<file path="config.mk">
export PLATFORM = sky130hd
export DESIGN_NAME = phy_mgmt_bridge
export DESIGN_NICKNAME = d
export VERILOG_FILES = /design/src/rtl/phy_mgmt_pkg.sv /design/src/rtl/mdc_clkgen.sv /design/src/rtl/mdio_frame_engine.sv /design/src/rtl/phy_mgmt_bridge.sv
export SDC_FILE = /design/constraint.sdc
export NUM_CORES = 1
export LEC_CHECK = 0
export BUFFER_PORTS_ARGS = -buffer_cell sky130_fd_sc_hd__buf_2
export CAP_MARGIN = 20
export CORE_MARGIN = 3
export CORE_UTILIZATION = 51
export CTS_CLUSTER_SIZE = 16
export DETAILED_ROUTE_END_ITERATION = 8
export PLACE_DENSITY = 0.78
export RECOVER_POWER = 50
export SLEW_MARGIN = 20
export SYNTH_ARGS = -nofsm -noshare
export SYNTH_HDL_FRONTEND = slang
export SYNTH_HIERARCHICAL = 1
export SYNTH_SLANG_ARGS = --single-unit
</file>
<file path="constraint.sdc">
create_clock -name clk -period 2.03 [get_ports clk]
set_input_delay 0.5075 -clock clk [delete_from_list [all_inputs] [get_ports clk]]
set_output_delay 0.5075 -clock clk [all_outputs]
set_load 0.01 [all_outputs]
</file>
<file path="src/rtl/phy_mgmt_pkg.sv">
package phy_mgmt_pkg;
  localparam int FRAME_BITS = 64;
  localparam int TA_POS     = 46;
  localparam int DATA_POS   = 48;
  localparam logic [4:0] PHY_ADDR = 5'd1;
  localparam logic [1:0] OP_WRITE = 2'b01;
  localparam logic [1:0] OP_READ  = 2'b10;

  typedef struct packed {
    logic        flag;
    logic [4:0]  regnum;
    logic [15:0] data;
  } acc_reg_t;
endpackage

</file>
<file path="src/rtl/mdc_clkgen.sv">
module mdc_clkgen #(
  parameter int HALF_DIV = 50
) (
  input  logic clk,
  input  logic rst,
  input  logic en,
  output logic mdc,
  output logic rise,
  output logic fall
);
  localparam int CW = $clog2(HALF_DIV + 1);
  localparam logic [CW-1:0] LAST = CW'(HALF_DIV - 1);

  logic [CW-1:0] cnt;
  logic          wrap;

  assign wrap = en && (cnt == LAST);
  assign rise = wrap && !mdc;
  assign fall = wrap && mdc;

  always_ff @(posedge clk) begin
    if (rst || !en) begin
      cnt <= '0;
      mdc <= 1'b0;
    end else if (wrap) begin
      cnt <= '0;
      mdc <= !mdc;
    end else begin
      cnt <= cnt + 1'b1;
    end
  end

  // clock parks low whenever the engine is idle
  assert_mdc_idle_low_R5: assert property (@(posedge clk) disable iff (rst)
    !en |=> !mdc);
endmodule

</file>
<file path="src/rtl/mdio_frame_engine.sv">
module mdio_frame_engine
  import phy_mgmt_pkg::*;
(
  input  logic        clk,
  input  logic        rst,
  input  logic        start,
  input  logic        req_read,
  input  logic [4:0]  req_reg,
  input  logic [15:0] req_wdata,
  input  logic        mdc,
  input  logic        mdc_rise,
  input  logic        mdc_fall,
  input  logic        mdio_i,
  output logic        active,
  output logic        done,
  output logic [15:0] rdata,
  output logic        mdio_o,
  output logic        mdio_oe
);
  localparam int IW = $clog2(FRAME_BITS);
  localparam logic [IW-1:0] LAST_BIT = IW'(FRAME_BITS - 1);

  logic [FRAME_BITS-1:0] frame_new;
  logic [FRAME_BITS-1:0] shreg;
  logic [IW-1:0]         idx;
  logic [IW-1:0]         nidx;
  logic                  is_rd;

  assign frame_new = {32'hFFFF_FFFF, 2'b01,
                      req_read ? OP_READ : OP_WRITE,
                      PHY_ADDR, req_reg,
                      req_read ? 2'b11 : 2'b10,
                      req_read ? 16'hFFFF : req_wdata};
  assign nidx = idx + 1'b1;

  always_ff @(posedge clk) begin
    if (rst) begin
      active  <= 1'b0;
      done    <= 1'b0;
      idx     <= '0;
      shreg   <= '0;
      is_rd   <= 1'b0;
      rdata   <= '0;
      mdio_o  <= 1'b0;
      mdio_oe <= 1'b0;
    end else begin
      done <= 1'b0;
      if (start && !active) begin
        active  <= 1'b1;
        is_rd   <= req_read;
        idx     <= '0;
        mdio_o  <= frame_new[FRAME_BITS-1];
        shreg   <= {frame_new[FRAME_BITS-2:0], 1'b0};
        mdio_oe <= 1'b1;
      end else if (active) begin
        if (mdc_rise && is_rd && (idx >= IW'(DATA_POS)))
          rdata <= {rdata[14:0], mdio_i};
        if (mdc_fall) begin
          if (idx == LAST_BIT) begin
            active  <= 1'b0;
            done    <= 1'b1;
            mdio_oe <= 1'b0;
            mdio_o  <= 1'b0;
          end else begin
            idx     <= nidx;
            mdio_o  <= shreg[FRAME_BITS-1];
            shreg   <= {shreg[FRAME_BITS-2:0], 1'b0};
            mdio_oe <= !(is_rd && (nidx >= IW'(TA_POS)));
          end
        end
      end
    end
  end

  // data launches only while the management clock is low
  assert_mdio_change_low_R5: assert property (@(posedge clk) disable iff (rst)
    !$stable(mdio_o) |-> !mdc);
  // line released from turnaround to the end of a read frame
  assert_read_release_R3: assert property (@(posedge clk) disable iff (rst)
    (active && is_rd && (idx >= IW'(TA_POS))) |-> !mdio_oe);
  // done is a single-cycle pulse that closes a frame
  assert_done_pulse_R7: assert property (@(posedge clk) disable iff (rst)
    done |-> !active && $past(active));
endmodule

</file>
<file path="src/rtl/phy_mgmt_bridge.sv">
module phy_mgmt_bridge
  import phy_mgmt_pkg::*;
#(
  parameter int HALF_DIV = 50
) (
  input  logic        clk,
  input  logic        rst,
  input  logic        host_wr_en,
  input  logic [31:0] host_wr_data,
  output logic [31:0] host_rd_data,
  output logic        mdc,
  output logic        mdio_o,
  output logic        mdio_oe,
  input  logic        mdio_i
);
  localparam int TXN_LIMIT = 2 * FRAME_BITS * HALF_DIV + 4;
  localparam int TW = $clog2(TXN_LIMIT + 1);

  acc_reg_t    acc;
  logic        busy;
  logic        is_rd;
  logic        start;
  logic        eng_active;
  logic        eng_done;
  logic [15:0] eng_rdata;
  logic        mdc_rise;
  logic        mdc_fall;
  logic        unused_hi_bits;

  assign unused_hi_bits = ^host_wr_data[30:21];
  assign start = host_wr_en && !busy;
  assign host_rd_data = {acc.flag, 10'd0, acc.regnum, acc.data};

  always_ff @(posedge clk) begin
    if (rst) begin
      acc   <= '0;
      busy  <= 1'b0;
      is_rd <= 1'b0;
    end else if (start) begin
      acc.flag   <= host_wr_data[31];
      acc.regnum <= host_wr_data[20:16];
      acc.data   <= host_wr_data[15:0];
      is_rd      <= !host_wr_data[31];
      busy       <= 1'b1;
    end else if (eng_done) begin
      busy     <= 1'b0;
      acc.flag <= is_rd;
      if (is_rd) acc.data <= eng_rdata;
    end
  end

  mdc_clkgen #(.HALF_DIV(HALF_DIV)) u_clkgen (
    .clk  (clk),
    .rst  (rst),
    .en   (eng_active),
    .mdc  (mdc),
    .rise (mdc_rise),
    .fall (mdc_fall)
  );

  mdio_frame_engine u_engine (
    .clk       (clk),
    .rst       (rst),
    .start     (start),
    .req_read  (!host_wr_data[31]),
    .req_reg   (host_wr_data[20:16]),
    .req_wdata (host_wr_data[15:0]),
    .mdc       (mdc),
    .mdc_rise  (mdc_rise),
    .mdc_fall  (mdc_fall),
    .mdio_i    (mdio_i),
    .active    (eng_active),
    .done      (eng_done),
    .rdata     (eng_rdata),
    .mdio_o    (mdio_o),
    .mdio_oe   (mdio_oe)
  );

  logic [TW-1:0] txn_cycles;
  always_ff @(posedge clk) begin
    if (rst || !busy) txn_cycles <= '0;
    else              txn_cycles <= txn_cycles + 1'b1;
  end

  // a request during a frame leaves register number and flag alone
  assert_ignore_busy_R6: assert property (@(posedge clk) disable iff (rst)
    (busy && host_wr_en && !eng_done) |=> (acc.regnum == $past(acc.regnum)) && (acc.flag == $past(acc.flag)));
  // a finished write reports with flag low
  assert_write_flag_clear_R2: assert property (@(posedge clk) disable iff (rst)
    (eng_done && !is_rd) |=> !host_rd_data[31]);
  // a finished read reports with flag high
  assert_read_flag_set_R3: assert property (@(posedge clk) disable iff (rst)
    (eng_done && is_rd) |=> host_rd_data[31]);
  // bounded transaction time
  assert_txn_bound_R7: assert property (@(posedge clk) disable iff (rst)
    txn_cycles <= TW'(TXN_LIMIT));
endmodule

</file>
==> metrics <==
GPL Wtd Cong 0.816; grt ovf 0; DR vias/cell 5.78; top cell type's share of synthesized area 48.0%; Setup WS post-layout -0.0597 ns; clock skew 0.00744 ns; H-tree Lvls 4; Fmax 479 MHz; min Tclk post-route 2.09 ns; clock latency on the worst-skew pair 0.52 ns; yosys warns 6; Seq/Total Area, Yosys 48.0%; CTS tree yes; Area contributors post-synth dfxtp_1 48%, nand2_1 9.5%, nor3_1 8.9%; worst hold path depth 2; outcome complete, but fails checks; Worst Max-Slew Pin Slew 0.964 ns; Crit. End Element flop; Cell variety after synth 49; Setup-failing EPs final 3; DRT antenna net count 0; failing checks setup timing; routed len/inst 16.0 um; Post-DP Area 0.00541 sq mm; router iterations before antenna repair 5; synthesized area 0.00504 sq mm; pre-CTS setup slack -0.0784 ns; hold path start host_wr_data[31]; PortBufs 50; die height 105 um; WP data required 2.44 ns; overall power 6.13 mW; Fillers 679; CP max FO 5; n_diodes 0; Arrival @ worst endpoint 2.50 ns; vias in the first global route 4241; Vias 4673; dominant cell type by area after synthesis dfxtp_1; Top Ports 71; Max Root-Sink Buffers 2; Final Instance Area 0.00635 sq mm; DP HPWL 7580 um; Setup crit start kind flop; share of cells above drive strength 1 24.3%; Pins Over Slew Limit 0; Worst R2R Path Depth 11; DRT Wirelength 12900 um; kind of critical path flop to flop; Post-Syn Area per Cell 8.17 sq um; total CTS buffers 17; row count 35; layout overhead on the synthesized area 25.9%; final hold vios 0; gate count of the mapped netlist 617; Max Cap Viol 0; die area 0.0111 sq mm; initial antenna violation count 0; Initial Util 53.6%; setup TNS -0.111 ns; starting DRC count in detailed routing 342; Worst Setup SP u_clkgen/cnt[1]$_SDFF_PP0_; fraction of registers with async set/reset 0%; clk slew on worst S/H paths 0.06 ns; #FFs+latches synth 121; Hold Path End is_rd$_SDFFE_PP0P_; Finished Layout Cells 809; CORE AREA 0.00942 sq mm; die width 105 um; largest net degree at the start of global routing 74; power per cell area 965 mW/mm^2; DRC Markers 0; top cells by count, synth 128 x nand2_1, 121 x dfxtp_1, 90 x nor3_1; Hold WC Path Type input pin to flop; nets 707; period utilisation layout 103%; Leakage 2.46 nW; cell with the most instances after synthesis nand2_1; clk sinks 121; RR Endpoint u_engine/shreg[16]$_SDFFE_PP0P_; cell count after placement 767; maximum vdd ir drop 0.000694 V; Critical R2R Launch u_clkgen/cnt[1]$_SDFF_PP0_; EDFF count, synth 0; max_slew headroom 35.7%; R2R Setup Slk -0.06 ns; first-pass GRT wire length 19800 um; Root Driver clkbuf_8; RSZ-0062 raised after global routing yes; GRT Overall Usage 21.5%; Synth Flop Type dfxtp_1
==> cell type report <==
type	instances	area (sq um)	area share, %
Clock buffer	17	414	6.52
Clock inverter	15	176	2.78
Inverter	8	30.0	0.473
Multi-Input combinational cell	437	2470	38.9
Sequential cell	121	2430	38.2
Tap cell	129	161	2.54
Timing Repair Buffer	82	672	10.6
==> cell usage in the layout, fill, tap and decap left out, types with 3 or more instances in the layout <==
master,instances
a211oi_1,3
a21oi_1,39
a22oi_2,3
a311oi_1,12
a311oi_2,21
buf_12,7
buf_2,49
buf_4,18
buf_8,3
clkbuf_16,19
conb_1,10
dfxtp_1,118
dfxtp_2,3
ha_1,3
inv_1,6
inv_6,8
inv_8,3
nand2_1,123
nand2_2,4
nand2b_1,6
nand3_1,10
nor2_1,61
nor2_2,5
nor3_1,90
o211ai_1,4
or3_1,3
xnor2_1,3
==> per-stage QoR <==
| step | hold WS (ns) | util [%] |
|---|---|---|
| 2_1_floorplan | 0.412 | - |
| 3_3_place_gp | 0.437 | 57.4 |
| 3_5_place_dp | 0.448 | 57.4 |
| 4_1_cts | 0.177 | 64.8 |
| 5_1_grt | 0.195 | 67.5 |
| 6_report | 0.192 | 67.5 |
==> what timing repair did <==
| item | 4_1_cts | 5_1_grt |
|---|---|---|
| gates cloned | 1 | 3 |
| pin swaps | 4 | 13 |
| endpoints found under the setup margin | 52 | 79 |
| setup buffers | 3 | 3 |
| hold buffers | 0 | 0 |
| gates resized for setup | 7 | 38 |
==> flip-flops by register name, summed over array words and instances (netlist names) <==
signal            cells
u_engine/idx          6
u_engine/active       1
u_engine/done         1
u_engine/shreg       63
u_engine/mdio_o       1
host_rd_data         22
u_clkgen/mdc          1
u_clkgen/cnt          6
u_engine/rdata       16
u_engine/is_rd        1
busy                  1
is_rd                 1
u_engine/mdio_oe      1
==> logic make-up (layout without fill, tap and decap cells) <==
| family | count (synthesis) | count (layout) | share of synthesized area (%) |
|---|---|---|---|
| AOI/OAI and AO/OA | 98 | 98 | 14.8 |
| xor gates and xnor gates | 5 | 5 | 0.868 |
| buffers and inverters | 68 | 122 | 6.97 |
| adders and majority gates | 4 | 4 | 0.992 |
| DFF | 121 | 121 | 48.0 |
| other | 1 | 10 | 0.0744 |
| and+or+nand+nor | 320 | 320 | 28.3 |
==> layer usage <==
metal	routed length, um	track usage [%]
met1	5260	26.9
met2	6490	35.9
met3	771	5.14
met4	385	7.97
met5	0	0
==> report_power, final <==
part | internal (mW) | switching (mW)
combinational | 0.213 | 0.317
sequential | 2.52 | 0.0841
clock | 1.80 | 1.19
total | 4.54 | 1.60
==> worst max-delay path: stages (launching register included) <==
cell,delay (ns)
dfxtp_2,0.32
inv_2,0.06
ha_4,0.13
nand4bb_4,0.12
or2_4,0.28
nor2_4,0.09
and2_4,0.16
o31a_4,0.17
buf_12,0.13
clkbuf_16,0.15
nand2_4,0.05
a311oi_2,0.31
==> worst max path at each step <==
stage	cells after the start	endpoint
6_report	11	u_engine/shreg[16]$_SDFFE_PP0P_
5_1_grt	11	u_engine/shreg[2]$_SDFFE_PP0P_
4_1_cts	10	u_engine/shreg[13]$_SDFFE_PP0P_
3_5_place_dp	10	u_engine/shreg[6]$_SDFFE_PP0P_
3_3_place_gp	10	u_engine/shreg[16]$_SDFFE_PP0P_
2_1_floorplan	12	u_engine/shreg[10]$_SDFFE_PP0P_
No activity file was read; power rests on OpenSTA's default activity.
